<file path="src/rtl/dma_prefetch_fifo.sv">
module dma_prefetch_fifo #(
  parameter int AW         = 16,
  parameter int LW         = 12,
  parameter int FIFO_BYTES = 16,
  parameter int MAX_REQ    = 4,
  parameter int MAX_OUT    = 4,
  parameter int RD_MAX     = 4
) (
  input  logic                         clk,
  input  logic                         rst_n,
  input  logic                         start,
  input  logic [AW-1:0]                start_addr,
  input  logic [LW-1:0]                start_len,
  input  logic                         stop,
  input  logic                         flush,
  output logic                         mreq_valid,
  output logic [AW-1:0]                mreq_addr,
  output logic [$clog2(MAX_REQ+1)-1:0] mreq_len,
  output logic [$clog2(MAX_OUT)-1:0]   mreq_tag,
  input  logic                         mrsp_valid,
  input  logic [$clog2(MAX_OUT)-1:0]   mrsp_tag,
  input  logic [8*MAX_REQ-1:0]         mrsp_data,
  input  logic                         rd_req,
  input  logic [$clog2(RD_MAX+1)-1:0]  rd_len,
  output logic                         rd_ok,
  output logic                         rd_fail,
  output logic [8*RD_MAX-1:0]          rd_data,
  output logic [$clog2(FIFO_BYTES+1)-1:0] fill_level,
  output logic                         active,
  output logic                         at_eob,
  output logic                         eob_pulse,
  output logic                         idle_pulse,
  output logic                         start_err
);
  localparam int FPW = $clog2(FIFO_BYTES);
  localparam int CW  = $clog2(FIFO_BYTES+1);
  localparam int SW  = $clog2(MAX_OUT);
  localparam int OW  = $clog2(MAX_OUT+1);
  localparam int QW  = $clog2(MAX_REQ+1);
  localparam int RW  = $clog2(RD_MAX+1);

  logic [AW-1:0] next_addr, end_addr, remaining, cap_w, free_w, req_len_w;
  logic [CW-1:0] count, inflight, free;
  logic [FPW-1:0] wptr, rptr;
  logic [7:0] mem [FIFO_BYTES];
  logic [QW-1:0] sl_len [MAX_OUT];
  logic [8*MAX_REQ-1:0] sl_data [MAX_OUT];
  logic [MAX_OUT-1:0] sl_done, sl_kill;
  logic [SW-1:0] head, tail;
  logic [OW-1:0] occ, occ_n;
  logic [QW-1:0] req_len, wlen;
  logic [RW-1:0] rlen;
  logic issue, retire, keep, rd_go, start_acc;
  logic at_eob_i, at_eob_n, active_i, active_n;
  logic eob_q, idle_q, err_q, rok_q, rfail_q;
  logic [8*RD_MAX-1:0] rbytes, rdata_q;

  assign remaining = end_addr - next_addr;
  assign at_eob_i  = (remaining == '0);
  assign free      = CW'(FIFO_BYTES) - count - inflight;
  assign cap_w     = (remaining < AW'(MAX_REQ)) ? remaining : AW'(MAX_REQ);
  assign free_w    = AW'(free);
  assign req_len_w = (cap_w < free_w) ? cap_w : free_w;
  assign req_len   = QW'(req_len_w);

  assign issue     = !stop && !at_eob_i && (occ != OW'(MAX_OUT)) && (free != '0);
  assign retire    = (occ != '0) && sl_done[head];
  assign keep      = retire && !sl_kill[head] && !stop;
  assign wlen      = keep ? sl_len[head] : '0;
  assign rd_go     = rd_req && (int'(rd_len) <= int'(count));
  assign rlen      = rd_go ? rd_len : '0;
  assign start_acc = start && at_eob_i;
  assign occ_n     = occ + OW'(issue) - OW'(retire);

  always_comb begin
    if (start_acc)  at_eob_n = (start_len == '0);
    else if (stop)  at_eob_n = 1'b1;
    else if (issue) at_eob_n = (req_len_w == remaining);
    else            at_eob_n = at_eob_i;
  end

  assign active_i = (occ != '0) || !at_eob_i;
  assign active_n = (occ_n != '0) || !at_eob_n;

  assign mreq_valid = issue;
  assign mreq_addr  = next_addr;
  assign mreq_len   = req_len;
  assign mreq_tag   = tail;
  assign fill_level = count;
  assign active     = active_i;
  assign at_eob     = at_eob_i;
  assign eob_pulse  = eob_q;
  assign idle_pulse = idle_q;
  assign start_err  = err_q;
  assign rd_ok      = rok_q;
  assign rd_fail    = rfail_q;
  assign rd_data    = rdata_q;

  always_ff @(posedge clk) begin
    if (!rst_n) begin
      count <= '0;
      wptr  <= '0;
      rptr  <= '0;
    end else begin
      wptr <= wptr + FPW'(wlen);
      if (flush) begin
        count <= '0;
        rptr  <= wptr + FPW'(wlen);
      end else begin
        count <= count + CW'(wlen) - CW'(rlen);
        rptr  <= rptr + FPW'(rlen);
      end
    end
  end

  always_ff @(posedge clk) begin
    for (int i = 0; i < MAX_REQ; i++)
      if (i < int'(wlen)) mem[wptr + FPW'(i)] <= sl_data[head][8*i +: 8];
  end

  always_comb begin
    for (int i = 0; i < RD_MAX; i++)
      rbytes[8*i +: 8] = (i < int'(rd_len)) ? mem[rptr + FPW'(i)] : 8'h00;
  end

  always_ff @(posedge clk) begin
    if (!rst_n) begin
      rok_q   <= 1'b0;
      rfail_q <= 1'b0;
      rdata_q <= '0;
    end else begin
      rok_q   <= rd_go;
      rfail_q <= rd_req && !rd_go;
      rdata_q <= rd_go ? rbytes : '0;
    end
  end

  always_ff @(posedge clk) begin
    if (!rst_n) begin
      head      <= '0;
      tail      <= '0;
      occ       <= '0;
      inflight  <= '0;
      next_addr <= '0;
      end_addr  <= '0;
      sl_done   <= '0;
      sl_kill   <= '0;
      eob_q     <= 1'b0;
      idle_q    <= 1'b0;
      err_q     <= 1'b0;
    end else begin
      head     <= head + SW'(retire);
      tail     <= tail + SW'(issue);
      occ      <= occ_n;
      inflight <= inflight + (issue ? CW'(req_len) : '0) - (retire ? CW'(sl_len[head]) : '0);
      if (stop) sl_kill <= '1;
      if (mrsp_valid) sl_done[mrsp_tag] <= 1'b1;
      if (retire) sl_done[head] <= 1'b0;
      if (issue) begin
        sl_done[tail] <= 1'b0;
        sl_kill[tail] <= 1'b0;
      end
      if (start_acc) next_addr <= start_addr;
      else if (issue) next_addr <= next_addr + req_len_w;
      if (start_acc) end_addr <= start_addr + AW'(start_len);
      else if (stop) end_addr <= next_addr;
      eob_q  <= issue && (req_len_w == remaining);
      idle_q <= active_i && !active_n && !start_acc;
      err_q  <= start && !at_eob_i;
    end
  end

  always_ff @(posedge clk) begin
    if (issue) sl_len[tail] <= req_len;
    if (mrsp_valid) sl_data[mrsp_tag] <= mrsp_data;
  end


  no_overflow_chk: assert property (@(posedge clk) disable iff (!rst_n)
    (int'(count) + int'(inflight)) <= FIFO_BYTES);


  req_len_chk: assert property (@(posedge clk) disable iff (!rst_n)
    mreq_valid |-> (mreq_len != '0) && (int'(mreq_len) <= MAX_REQ));


  eob_after_issue_chk: assert property (@(posedge clk) disable iff (!rst_n)
    eob_pulse |-> $past(mreq_valid) && at_eob);


  underrun_chk: assert property (@(posedge clk) disable iff (!rst_n)
    rd_fail |-> $past(rd_req) && (int'($past(rd_len)) > int'($past(fill_level))));


  start_err_chk: assert property (@(posedge clk) disable iff (!rst_n)
    start_err |-> $past(active) && !$past(at_eob));


  stop_quiet_chk: assert property (@(posedge clk) disable iff (!rst_n)
    (stop && !start) |=> at_eob && !eob_pulse);


  idle_start_chk: assert property (@(posedge clk) disable iff (!rst_n)
    idle_pulse |-> !$past(start && at_eob));


  rd_excl_chk: assert property (@(posedge clk) disable iff (!rst_n)
    (rd_ok || rd_fail) |-> $past(rd_req) && !(rd_ok && rd_fail));
endmodule

</file>
<file path="config.mk">
export PLATFORM = sky130hd
export DESIGN_NAME = dma_prefetch_fifo
export DESIGN_NICKNAME = d
export VERILOG_FILES = /design/src/rtl/dma_prefetch_fifo.sv
export SDC_FILE = /design/constraint.sdc
export NUM_CORES = 1
export LEC_CHECK = 0
export BUFFER_PORTS_ARGS = -buffer_cell sky130_fd_sc_hd__buf_2
export CAP_MARGIN = 10
export CORE_MARGIN = 5
export CORE_UTILIZATION = 35
export DETAILED_ROUTE_END_ITERATION = 6
export GPL_TIMING_DRIVEN = 0
export MAX_ROUTING_LAYER = met4
export PLACE_DENSITY_LB_ADDON = 0.1
export SYNTH_ARGS = -nofsm -noshare
export SYNTH_HDL_FRONTEND = slang
export SYNTH_SLANG_ARGS = --single-unit
</file>
<file path="constraint.sdc">
create_clock -name clk -period 6.06 [get_ports clk]
set_clock_uncertainty 0.05 [all_clocks]
set_input_delay 1.212 -clock clk [delete_from_list [all_inputs] [get_ports clk]]
set_output_delay 1.212 -clock clk [all_outputs]
set_load 0.03 [all_outputs]
</file>
==> run metrics <==
xor/xnor share of the synthesized area=2.33%; worst skew pair latency=600 ps; port bufs=between 100 and 150; Peak VDD IR=around 0.28 mV; DIE AREA=75100 µm²; post-synthesis sequential area ratio=41.4%; top sig layer=met4; max-slew violations=0; status=complete, but fails checks; share of async-settable or async-resettable flops after synthesis=0%; Post-synth top cells=edfxtp_1 (268), nor2_1 (187), nand2_1 (168), mux4_2 (165), mux2i_1 (147); RD Place Congestion=1.02; layout cells sized above 1=27.5%; final period utilization=105%; Yosys top cell by area=edfxtp_1; hold buffer count at CTS=0; Post-DRT Antenna Nets=0; ys flop type=edfxtp_1; antenna violations before repair=2; Hold Path Class=flop to flop; initial core utilization=35.5%; Post-Synth Adder-Cell Area=around 5.3%; Warnings, synthesis=0; vias in the first global route=19395; dpl hpwl=71.8 mm; reg-to-reg setup timing slack=-290 ps; failing checks=setup timing; All-Layer GR Usage=25.6%; delay-heaviest family, CP=simple AND/OR/NAND/NOR gates; post-synthesis compound-gate area fraction=12.4%; CP peak stage delay=roughly 500 ps; Worst Path Max Fanout=4; fin nets=between 2000 and 3000; Distinct cells, synth=83; post-synthesis register bit count=between 300 and 400; hold path endpoint=sl_kill[3]$_SDFF_PN0_; grt ovf=0; RR Endpoint=mreq_addr[14]$_SDFFE_PN0P_; Synth area leaders=edfxtp_1 (33%), mux4_2 (15%), dfxtp_1 (8.4%); crit start category=flop; setup ws final=-302 ps; share of the synthesized area in the top cell type=33.0%; CP Capture Type=primary output; Clock Tree Buf Depth=3; die width=274 µm; DRT iter0 DRCs=~1700; Cell Area, Placed=roughly 27000 µm²; Via Count=19433; Wirelength per Cell=~28 µm; total number of H-tree levels=2; clock root cell=clkbuf_16; Sink Count=370; Max Clock Freq=0.157 GHz; Post-Synthesis Cell Area=24400 µm²; combinational family with the most area after synthesis=multiplexers; Critical Path AT=5100 ps; Post-Synth Simple-Gate Area=a little over a tenth; worst reg-to-reg path cell count=28; Post-synth EDFFs=268; final-report hold violation count=0; Relative slew margins=14.9%; area grow syn2layout=19.0%; met3 wire len=approximately 5.8 mm; drt first pass iters=6; FILL cells=6576; worst slew pin tran=approximately 1300 ps; Max Cap Violations=0; pin count of the biggest net entering global routing=29; CTS tree=done; Tot Pwr=11.6 mW; Setup-failing EPs final=7; clock-pin slew on the worst setup and hold paths=roughly 60 ps; CP Buf/Inv Count=5; hold path depth=2; Syn Inst Count=around 2100; met1 WL=40.4 mm; crit path cell chain=inv_4, ha_4, a21o_1, a31o_1, or3_4, o2111a_1, a311oi_2, nor2_1, nand4_1, buf_4, nor2_4, ha_4, or4b_4, nor3_2, nand4_1, and2_4, mux2_4, buf_4, buf_8, buf_6; IO Pins=roughly 140; routed wl met2=43.0 mm; DRC=0; post-synthesis mux area share=around 24%; min-delay src=sl_kill[3]$_SDFF_PN0_; Core Area=~70000 µm²; FF-to-FF Start=mreq_addr[10]$_SDFFE_PN0P_; WS Path Type=flop to primary output; top-count cell post-synth=edfxtp_1; worst path required time=4800 ps; Power per Cell Area=400 nW/µm²; post-layout min period=approximately 6400 ps; CP max stage cell=or4b_4; design area=29000 µm²; number of vias per cell=5.75; DRT Wirelength=94.9 mm; leakage=10.8 nW; hold_ws=446 ps; first-pass GRT wire length=137 mm; Num CTS Buffers=44; die height=~270 µm; Avg Cell Area, Syn=approximately 11 µm²; unrepaired setup endpoints after global routing=true; Row Count=96
-- layer usage --
metal  GRT usage, %  vias to the layer above
li1               -                     8695
met1           33.6                     9650
met2           39.4                      865
met3           3.24                      223
met4           12.6                        0
met5              -                        -
-- flip-flops by register name, summed over array words and instances, names as in the netlist --
| name | flops |
|---|---|
| start_err | 1 |
| fill_level | 5 |
| sl_kill | 4 |
| sl_len | 12 |
| end_addr | 16 |
| mem | 128 |
| wptr | 4 |
| rd_ok | 1 |
| mreq_tag | 2 |
| occ | 3 |
| rd_fail | 1 |
| head | 2 |
| sl_done | 4 |
| rd_data | 32 |
| eob_pulse | 1 |
| idle_pulse | 1 |
| sl_data | 128 |
| inflight | 5 |
| rptr | 4 |
| mreq_addr | 16 |
-- metrics by stage --
step           setup slack, ps  util [%]  setup TNS (ps)  instances
6_report                  -302      42.2           -1260       3380
3_5_place_dp              -956      38.6           -4410       3230
3_3_place_gp              -876      38.4          -20980       3220
5_1_grt                   -503      42.2           -3180       3380
2_1_floorplan             18.3         -               0       2153
4_1_cts                   -373      41.9           -2260       3370
-- cells in the final DEF (no fill, tap or decap), types with 8 or more instances in the layout --
cell / count
xor2_1: 22
a211oi_1: 80
nor2b_1: 29
and3_1: 18
clkbuf_1: 105
nor2_2: 11
fa_1: 10
conb_1: 12
edfxtp_1: 268
a22oi_1: 10
nand2_1: 163
xnor2_1: 37
ha_1: 68
buf_6: 19
dfxtp_1: 86
o21ai_1: 11
a21boi_1: 14
buf_4: 62
a21oi_1: 79
inv_1: 65
dfxtp_4: 9
a21oi_2: 10
a31oi_1: 9
ha_4: 10
nor2_1: 182
nand2b_1: 10
and2_1: 25
mux2_2: 60
o21ai_0: 89
clkbuf_16: 44
buf_1: 11
nor3_1: 23
nand3_1: 45
nand4_1: 8
mux4_2: 165
mux2i_1: 146
buf_2: 163
a21o_1: 82
-- layout make-up --
class	instances	area [µm²]	area share, %
multi-input combinational	1569	14000	48.2
sequential	370	10100	34.9
timing repair buffer	216	1400	4.81
tap	931	1160	4.01
clock buffer	55	1160	4.00
buffer	140	591	2.03
clock inverter	26	322	1.11
inverter	72	273	0.939
antenna	1	2.50	0.00862
-- worst max-delay path by stage --
stage | startpoint | endpoint | slack (ps) | depth (start not counted)
2_1_floorplan | mreq_addr[13]$_SDFFE_PN0P_ | mreq_addr[14]$_SDFFE_PN0P_ | 20 | 27
3_3_place_gp | mreq_addr[9]$_SDFFE_PN0P_ | mreq_addr[15]$_SDFFE_PN0P_ | -880 | 28
3_5_place_dp | mreq_addr[12]$_SDFFE_PN0P_ | mreq_addr[15]$_SDFFE_PN0P_ | -960 | 26
4_1_cts | end_addr[0]$_SDFFE_PN0P_ | mreq_addr[14]$_SDFFE_PN0P_ | -370 | 28
5_1_grt | mreq_addr[10]$_SDFFE_PN0P_ | mreq_addr[14]$_SDFFE_PN0P_ | -500 | 28
6_report | mreq_addr[10]$_SDFFE_PN0P_ | mreq_len[1] | -300 | 20
-- cells by family (layout without fill, tap and decap cells) --
group,Yosys count,after routing
AOI/OAI and AO/OA,457,457
xor gates and xnor gates,65,65
adders and majority gates,96,96
buffers and inverters,214,509
DFF,370,370
muxes,374,374
other,1,13
and+or+nand+nor,565,565
-- tightest hold or removal path, delay by kind of cell, from the launching register on --
family / cells / cell delay, ps
flip-flops: 1 / 320
AO/OA/AOI/OAI: 1 / 70
AND/OR/NAND/NOR: 1 / 70
-- where the power goes --
group          switching (mW)  leakage (nW)  internal (mW)
combinational            3.25          6.86           2.54
clock                    1.13         0.707           1.59
sequential              0.130          3.28           2.98
-- what timing repair did --
action	4_1_cts	5_1_grt
cloned	0	0
pin swaps	38	59
buffers inserted	62	20
gates resized for setup	72	41
endpoints found under the setup margin	14	18
No activity file was read; power rests on OpenSTA's default activity.
